**config.mk**
```make
export PLATFORM = sky130hd
export DESIGN_NAME = lwm_stream_buf
export DESIGN_NICKNAME = d
export VERILOG_FILES = /design/src/rtl/lwm_pkg.sv /design/src/rtl/lwm_fifo.sv /design/src/rtl/lwm_mark_reg.sv /design/src/rtl/lwm_radio_fsm.sv /design/src/rtl/lwm_stream_buf.sv
export SDC_FILE = /design/constraint.sdc
export NUM_CORES = 1
export LEC_CHECK = 0
export ABC_AREA = 0
export BUFFER_PORTS_ARGS = -buffer_cell sky130_fd_sc_hd__buf_2
export CORE_MARGIN = 2
export CORE_UTILIZATION = 30
export DETAILED_ROUTE_END_ITERATION = 10
export GPL_ROUTABILITY_DRIVEN = 0
export MAX_ROUTING_LAYER = met4
export PLACE_DENSITY_LB_ADDON = 0.08
export SLEW_MARGIN = 10
export SYNTH_ARGS = -nofsm -noshare
export SYNTH_HDL_FRONTEND = slang
export SYNTH_SLANG_ARGS = --single-unit
```
**constraint.sdc**
```tcl
create_clock -name clk -period 2.77 [get_ports clk]
set_input_delay 0.554 -clock clk [delete_from_list [all_inputs] [get_ports clk]]
set_output_delay 0.554 -clock clk [all_outputs]
set_load 0.01 [all_outputs]
```
**src/rtl/lwm_pkg.sv**
```systemverilog
`timescale 1ns/1ps
package lwm_pkg;
    typedef enum logic [1:0] {
        PS_OFF  = 2'd0,
        PS_WAKE = 2'd1,
        PS_REQ  = 2'd2,
        PS_FILL = 2'd3
    } pwr_state_t;
endpackage

```
**src/rtl/lwm_fifo.sv**
```systemverilog
`timescale 1ns/1ps
module lwm_fifo #(
    parameter int DATA_W = 8,
    parameter int DEPTH  = 16
) (
    input  logic                         clk,
    input  logic                         rst_n,
    input  logic                         wr_en,
    input  logic [DATA_W-1:0]            wr_data,
    input  logic                         rd_en,
    output logic [DATA_W-1:0]            rd_data,
    output logic                         rd_valid,
    output logic [$clog2(DEPTH+1)-1:0]   level,
    output logic                         full,
    output logic                         underflow
);
    localparam int PTR_W = (DEPTH > 1) ? $clog2(DEPTH) : 1;
    localparam int CNT_W = $clog2(DEPTH + 1);

    typedef struct packed {
        logic [DEPTH-1:0][DATA_W-1:0] mem;
        logic [PTR_W-1:0]             wp;
        logic [PTR_W-1:0]             rp;
        logic [CNT_W-1:0]             cnt;
        logic [DATA_W-1:0]            rdat;
        logic                         rv;
        logic                         uf;
    } fifo_s;

    fifo_s q, d;
    logic  is_full, is_empty, do_wr, do_rd;

    always_comb begin
        d        = q;
        d.rv     = 1'b0;
        is_full  = (q.cnt == CNT_W'(DEPTH));
        is_empty = (q.cnt == '0);
        do_wr    = wr_en && !is_full;
        do_rd    = rd_en && !is_empty;
        if (do_wr) begin
            d.mem[q.wp] = wr_data;
            d.wp        = (q.wp == PTR_W'(DEPTH - 1)) ? '0 : q.wp + 1'b1;
        end
        if (do_rd) begin
            d.rdat = q.mem[q.rp];
            d.rv   = 1'b1;
            d.rp   = (q.rp == PTR_W'(DEPTH - 1)) ? '0 : q.rp + 1'b1;
        end
        if (rd_en && is_empty) begin
            d.uf = 1'b1;
        end
        case ({do_wr, do_rd})
            2'b10:   d.cnt = q.cnt + 1'b1;
            2'b01:   d.cnt = q.cnt - 1'b1;
            default: d.cnt = q.cnt;
        endcase
    end

    always_ff @(posedge clk) begin
        if (!rst_n) q <= '0;
        else        q <= d;
    end

    assign rd_data   = q.rdat;
    assign rd_valid  = q.rv;
    assign level     = q.cnt;
    assign full      = (q.cnt == CNT_W'(DEPTH));
    assign underflow = q.uf;
endmodule

```
**src/rtl/lwm_mark_reg.sv**
```systemverilog
`timescale 1ns/1ps
module lwm_mark_reg #(
    parameter int CNT_W    = 5,
    parameter int MIN_MARK = 3,
    parameter int MAX_MARK = 12
) (
    input  logic             clk,
    input  logic             rst_n,
    input  logic             load,
    input  logic [CNT_W-1:0] val,
    output logic [CNT_W-1:0] mark
);
    logic [CNT_W-1:0] mark_q, mark_d;

    always_comb begin
        mark_d = mark_q;
        if (load) begin
            if (val < CNT_W'(MIN_MARK))      mark_d = CNT_W'(MIN_MARK);
            else if (val > CNT_W'(MAX_MARK)) mark_d = CNT_W'(MAX_MARK);
            else                             mark_d = val;
        end
    end

    always_ff @(posedge clk) begin
        if (!rst_n) mark_q <= CNT_W'(MIN_MARK);
        else        mark_q <= mark_d;
    end

    assign mark = mark_q;
endmodule

```
**src/rtl/lwm_radio_fsm.sv**
```systemverilog
`timescale 1ns/1ps
module lwm_radio_fsm
    import lwm_pkg::*;
#(
    parameter int CNT_W  = 5,
    parameter int WAKE_W = 4,
    parameter int DEPTH  = 16
) (
    input  logic              clk,
    input  logic              rst_n,
    input  logic [CNT_W-1:0]  level,
    input  logic [CNT_W-1:0]  mark,
    input  logic [WAKE_W-1:0] wake_dly,
    output logic              nic_on,
    output logic              refill_req
);
    typedef struct packed {
        pwr_state_t        st;
        logic [WAKE_W-1:0] cnt;
    } fsm_s;

    fsm_s q, d;

    always_comb begin
        d = q;
        case (q.st)
            PS_OFF: begin
                if (level <= mark) begin
                    d.st  = PS_WAKE;
                    d.cnt = wake_dly;
                end
            end
            PS_WAKE: begin
                if (q.cnt == '0) d.st  = PS_REQ;
                else             d.cnt = q.cnt - 1'b1;
            end
            PS_REQ:  d.st = PS_FILL;
            default: d.st = PS_FILL;
        endcase
        if (q.st != PS_OFF && level == CNT_W'(DEPTH)) begin
            d.st = PS_OFF;
        end
    end

    always_ff @(posedge clk) begin
        if (!rst_n) q <= '{st: PS_OFF, cnt: '0};
        else        q <= d;
    end

    assign nic_on     = (q.st != PS_OFF);
    assign refill_req = (q.st == PS_REQ);
endmodule

```
**src/rtl/lwm_stream_buf.sv**
```systemverilog
`timescale 1ns/1ps
module lwm_stream_buf #(
    parameter int DATA_W   = 8,
    parameter int DEPTH    = 16,
    parameter int BLOCK    = 4,
    parameter int MIN_MARK = 3,
    parameter int WAKE_W   = 4
) (
    input  logic                       clk,
    input  logic                       rst_n,
    input  logic                       wr_en,
    input  logic [DATA_W-1:0]          wr_data,
    output logic                       wr_full,
    input  logic                       rd_en,
    output logic [DATA_W-1:0]          rd_data,
    output logic                       rd_valid,
    output logic                       underflow,
    output logic [$clog2(DEPTH+1)-1:0] level,
    input  logic                       mark_load,
    input  logic [$clog2(DEPTH+1)-1:0] mark_val,
    output logic [$clog2(DEPTH+1)-1:0] mark,
    input  logic [WAKE_W-1:0]          wake_dly,
    output logic                       nic_on,
    output logic                       refill_req
);
    localparam int CNT_W    = $clog2(DEPTH + 1);
    localparam int MAX_MARK = DEPTH - BLOCK;

    lwm_fifo #(.DATA_W(DATA_W), .DEPTH(DEPTH)) u_fifo (
        .clk       (clk),
        .rst_n     (rst_n),
        .wr_en     (wr_en),
        .wr_data   (wr_data),
        .rd_en     (rd_en),
        .rd_data   (rd_data),
        .rd_valid  (rd_valid),
        .level     (level),
        .full      (wr_full),
        .underflow (underflow)
    );

    lwm_mark_reg #(.CNT_W(CNT_W), .MIN_MARK(MIN_MARK), .MAX_MARK(MAX_MARK)) u_mark (
        .clk   (clk),
        .rst_n (rst_n),
        .load  (mark_load),
        .val   (mark_val),
        .mark  (mark)
    );

    lwm_radio_fsm #(.CNT_W(CNT_W), .WAKE_W(WAKE_W), .DEPTH(DEPTH)) u_fsm (
        .clk        (clk),
        .rst_n      (rst_n),
        .level      (level),
        .mark       (mark),
        .wake_dly   (wake_dly),
        .nic_on     (nic_on),
        .refill_req (refill_req)
    );
endmodule

```
* After elaboration in Yosys (flattened, before gate mapping)
Index checks and enable logic that the tools add are counted.
Widths: inputs -> output; s select.
** Operators by class
- Add/sub/neg operators :: 5
- Magnitude comparators :: 6
- Equal/unequal tests :: 10
- Multiplexer cells :: 16
- Bitwise logic cells :: 1
- Reduce and logical (&&, ||, !) cells :: 16
** Operators with widths (number)
- $bwmux 128 :: 1
- $bmux 8 s4 :: 1
- $demux 8 s4 :: 1
- $mux 8 :: 2
- $mux 4 :: 3
- $lt 4x5->1 const B :: 2
- $mux 5 :: 2
- $pmux 5 s2 :: 1
- $add 4x1->4 const B :: 2
- $eq 4x4->1 const B :: 2
- $pmux 4 s2 :: 1
- $mux 6 :: 1
- $reduce_bool 2->1 :: 3
- $add 5x1->5 const B :: 1
- $eq 5x5->1 const B :: 1
- $gt 5x4->1 const B :: 1
- $le 5x5->1 :: 1
- $logic_and 1x1->1 :: 5
- $logic_not 5->1 :: 1
- $lt 5x2->1 const B :: 1
- $sub 5x1->5 const B :: 1
- $eq 2x1->1 const B :: 2
- $eq 2x2->1 const B :: 2
- $ge 4x1->1 const B :: 1
- 13 further kinds :: 15
** Word-level totals
- Bits in registers :: 162
- Output and inout port bits :: 23
- Word-level logic and storage cells :: 79

* Longest topological paths before layout
- Depth in word-level cells :: 5
- Gate-level depth with buffers :: 14
- Mapped depth without buffers :: 11

* Hierarchy
Synthesis repeated with hierarchy kept, for this count alone.
** Unflattened totals
- Cells, all modules :: 810
- Area total of the unflattened synthesis :: 7659.8 µm²
** By module, submodules not included
- lwm_fifo :: instances 1, cells an instance 723, area each 6934.2 µm², seq. area each 3022.9 µm²
- lwm_radio_fsm :: instances 1, cells an instance 63, area each 515.5 µm², seq. area each 120.1 µm²
- lwm_mark_reg :: instances 1, cells an instance 24, area each 210.2 µm², seq. area each 100.1 µm²

* Least setup slack after synthesis
Ideal clock, no wire load.
- Path kind :: reg-to-reg
- Start :: register u_fifo.q, in the netlist u_fifo.level[1]
- End :: register u_fifo.q, in the netlist u_fifo.level[2]
- Library setup time :: 0.076 ns
- Data arrival time :: 2.590 ns
- Slack :: 0.105 ns
- Cell stages (with the launch flop) :: 13
- Buffers on the path :: 2
- Period minus slack after synthesis :: 2.665 ns
- Cell sequence :: dfxtp_1 > buf_6 > or4_4 > o21ai_4 > inv_4 > ha_1 > buf_2 > xor2_1 > ha_1 > a21oi_1 > xor2_1 > or3_1 > a21boi_0
** Between the ends
- Longest elaborated chain between the ends :: 5
- Elaborated cells between the ends (all ways) :: 12
- Classes of those cells :: add/sub (2); eq/ne (3); mux (1); reduce/logical (6)
** Ends and longest elaborated chain
- start, declared :: RTL line lwm_fifo.sv:30 : fifo_s q, d;
- start signal, assigned :: RTL line lwm_fifo.sv:60 : if (!rst_n) q <= '0;
- start signal, assigned :: RTL line lwm_fifo.sv:61 : else q <= d;
- $eq 5x5->1 or $logic_not 5->1 (tied branches) :: RTL line lwm_fifo.sv:36, lwm_fifo.sv:37
- $logic_not 1->1 (on tied branches) :: RTL line lwm_fifo.sv:38, lwm_fifo.sv:39
- $logic_and 1x1->1 (on tied branches) :: RTL line lwm_fifo.sv:38, lwm_fifo.sv:39
- $eq 2x1->1 or $eq 2x2->1 (tied branches) :: RTL line lwm_fifo.sv:52 : case ({do_wr, do_rd})
- $pmux 5 s2 or $reduce_bool 2->1 (tied branches)
Parallel ways exist; a longest one is shown, timed or not.
A chain may end at the register's enable or synchronous reset.

* Worst setup path after layout
- Start :: register u_fifo.q, in the netlist u_fifo.level[0]
- End :: register u_fifo.q, in the netlist u_fifo.level[2]
The elaborated chain is that of the path after synthesis.

==> run summary <==
Root Driver - clkbuf_16
hold-critical path depth - 2
Final min period - 2550 ps
first-pass GRT wire length - 29500 µm
Num CTS Buffers - 17
RSZ-0062 raised after global routing - false
via count - 5478
FMAX - 392 MHz
sw power - 0.00212 W
cell taking the most area after synthesis - dfxtp_1
Worst Skew - 11.8 ps
Netlist Area Pre-Place - 7170 µm²
1st-pass router iterations - 4
Peak VDD IR - 0.323 mV
syn_nets - 779
Die Wd - 159 µm
IO Pins - 45
Crit path required time - 3130 ps
die area - 25200 µm²
area of the multi-input gates - 3440 µm²
Seq pwr share - 39.4%
initial drt markers - 438
num rows - 56
HPWL Detailed - 12500 µm
hold crit path type - primary input to flop
Mapped Cells - 742
Commonest cells post-synth - 162 x dfxtp_1, 151 x nand3_1, 133 x o21ai_0
pre-CTS setup slack - 199 ps
max-cap viol count - 0
Total Routed Length - 19000 µm
PwrDens - 817 nW/µm²
Yosys reg bits - 162
internal cell power - 0.00450 W
synth warn - 0
Setup crit end kind - flop
gr usage total - 16.2%
Die Span Y - 159 µm
Worst R2R Path Depth - 10
Comb power frac - 24.2%
fin. max-slew vios - 0
Final WS setup - 216 ps
Final Hold Fails - 0
GR peak layer - met2
# setup viols final - 0
sw frac - 32.0%
crit path max fanout - 8
nets - 781
Crit path largest cell delay - 550 ps
number of synthesized flops with an enable pin - 0
port bufs - 44
status - completed
setup tns final - 0 ps
Routed WL per cell - 17.7 µm
worst slew pin tran - 686 ps
crit start category - flop
vias in the first global route - 4995
ANT nets after route - 0
share of layout cells above drive strength 1 - 18.4%
Hold Path End - u_mark.mark[4]
starting density of the core - 30.6%
Clock transition at path regs - 70 ps
CTS tree - yes
Clock Sinks - 162
library cells used by synthesis - 60
CTS Hold Bufs - 0
via/cell ratio - 5.09
period utilisation layout - 92.2%
Max-slew headroom - 54.1%
H-tree Lvls - 4
synth top area cells - dfxtp_1 45%, nand3_1 11%, mux4_2 10%
Reg area - 3250 µm²
pin count of the biggest net entering global routing - 96
# DRC - 0
Worst-Skew Late Latency - 430 ps
initial antenna violation count - 0
FF-to-FF Start - u_fifo.level[0]
global routing usage on met1 - 20.9%
# fillers - 2379
core area - 23500 µm²
crit path max-delay cell type - or4_4
grt met3 use - 3.62%
Clock Power Share - 36.4%
met2 GRT Util - 26.1%
synthesized area per cell - 9.67 µm²
Worst Setup Path Type - flop to flop
dominant synthesized flop cell - dfxtp_1
antenna cells - 0
WP data arrival - 2910 ps
CP cell instances - or4_4 > o21ai_4 > inv_4 > ha_1 > xor2_1 > ha_1 > a21oi_1 > xor2_1 > or3_1 > a21boi_0
Pleak - 2.89 nW
sequential area share after synthesis - 45.2%
Post-synth ARST share - 0%
total gr overflow - 0
FF-to-FF setup slack - 220 ps
Max Buffers Root-to-Sink - 2
count leader, synth - dfxtp_1
hold wc startpoint - mark_load
post-synth top area share - 45.2%
area grow syn2layout - 13.0%
capturing point of the worst reg2reg path - u_fifo.level[2]
[flip-flops by register name, indices dropped and copies added (netlist names)]
name / count
u_fifo.q: 136
u_fifo.rd_data: 8
u_fsm.q: 6
u_fifo.level: 5
u_mark.mark: 5
u_fifo.rd_valid: 1
u_fifo.underflow: 1
[worst max-delay path by stage]
| stage | start | end | slack, ps | depth (start not counted) |
|---|---|---|---|---|
| global placement | u_fifo.level[0] | u_fifo.level[2] | 260 | 10 |
| CTS | u_fifo.level[3] | u_fifo.level[2] | 190 | 10 |
| finish | u_fifo.level[0] | u_fifo.level[2] | 220 | 10 |
| floorplan | u_fifo.level[1] | u_fifo.level[2] | 100 | 12 |
| detailed placement | u_fifo.level[3] | u_fifo.level[2] | 200 | 10 |
| global route | u_fifo.level[3] | u_fifo.level[2] | 20 | 10 |
[critical path: cells and delay by family, from the launching register on]
kind / cells / cell delay [ps]
simple gates: 2 / 850
compound gates: 3 / 480
buf+inv: 1 / 80
xor+xnor: 2 / 260
flops: 1 / 310
fa+ha+maj: 2 / 510
[layout by cell type, fill, tap and decap left out, types with 11 or more instances in the layout]
| master | n |
|---|---|
| ha_1 | 15 |
| mux4_2 | 32 |
| clkbuf_16 | 17 |
| dfxtp_1 | 160 |
| buf_2 | 43 |
| inv_1 | 15 |
| nand2_1 | 21 |
| o21ai_0 | 132 |
| mux2i_1 | 17 |
| nor2_1 | 13 |
| nand3_1 | 151 |
| a21oi_1 | 11 |
| buf_4 | 15 |
[power groups by stage]
stage / combinational (W) / clock, W / sequential, W
6_report: 0.00160 / 0.00241 / 0.00261
3_3_place_gp: 0.00161 / 0 / 0.00266
3_5_place_dp: 0.00163 / 0 / 0.00267
5_1_grt: 0.00179 / 0.00257 / 0.00263
2_1_floorplan: 0.00123 / 0 / 0.00263
4_1_cts: 0.00163 / 0.00247 / 0.00261
[final cells by class]
type | instances | share of cell area [%]
timing repair buffer | 60 | 4.54
clock buffer | 18 | 5.29
inverter | 16 | 0.771
multi-input combinational | 487 | 42.4
sequential | 162 | 40.0
tap | 319 | 4.92
clock inverter | 14 | 2.04
[metal layers]
| layer | vias to the layer above | share of wire (%) |
|---|---|---|
| met5 | - | 0 |
| met4 | 0 | 0.67 |
| met3 | 8 | 4.2 |
| met2 | 92 | 48 |
| met1 | 2656 | 47 |
| li1 | 2722 | - |
[cells by family after synthesis]
logic type | after synthesis | synth area share (%)
buf+inv | 93 | 6.85
simple gates | 230 | 17.1
xor+xnor | 7 | 0.855
fa+ha+maj | 15 | 2.62
flops | 162 | 45.2
compound gates | 186 | 15.0
mux | 49 | 12.4
[through the flow]
| step | area (µm²) | power [W] | util (%) | cells | hold slack [ps] |
|---|---|---|---|---|---|
| 6_report | 8110 | 0.00663 | 34.5 | 1076 | 375 |
| 5_1_grt | 8110 | 0.00699 | 34.5 | 1076 | 377 |
| 4_1_cts | 8110 | 0.00671 | 34.5 | 1076 | 353 |
| 3_5_place_dp | 7510 | 0.00429 | 32.0 | 1044 | 456 |
| 3_3_place_gp | 7510 | 0.00427 | 32.0 | 1044 | 447 |
| 2_1_floorplan | 7170 | 0.00386 | - | 742 | 437 |
[repair_timing]
action | CTS | global route
endpoints found under the setup margin | 0 | 1
resized for setup | 0 | 1
buffers inserted | 0 | 0
No activity file was read; power rests on OpenSTA's default activity.
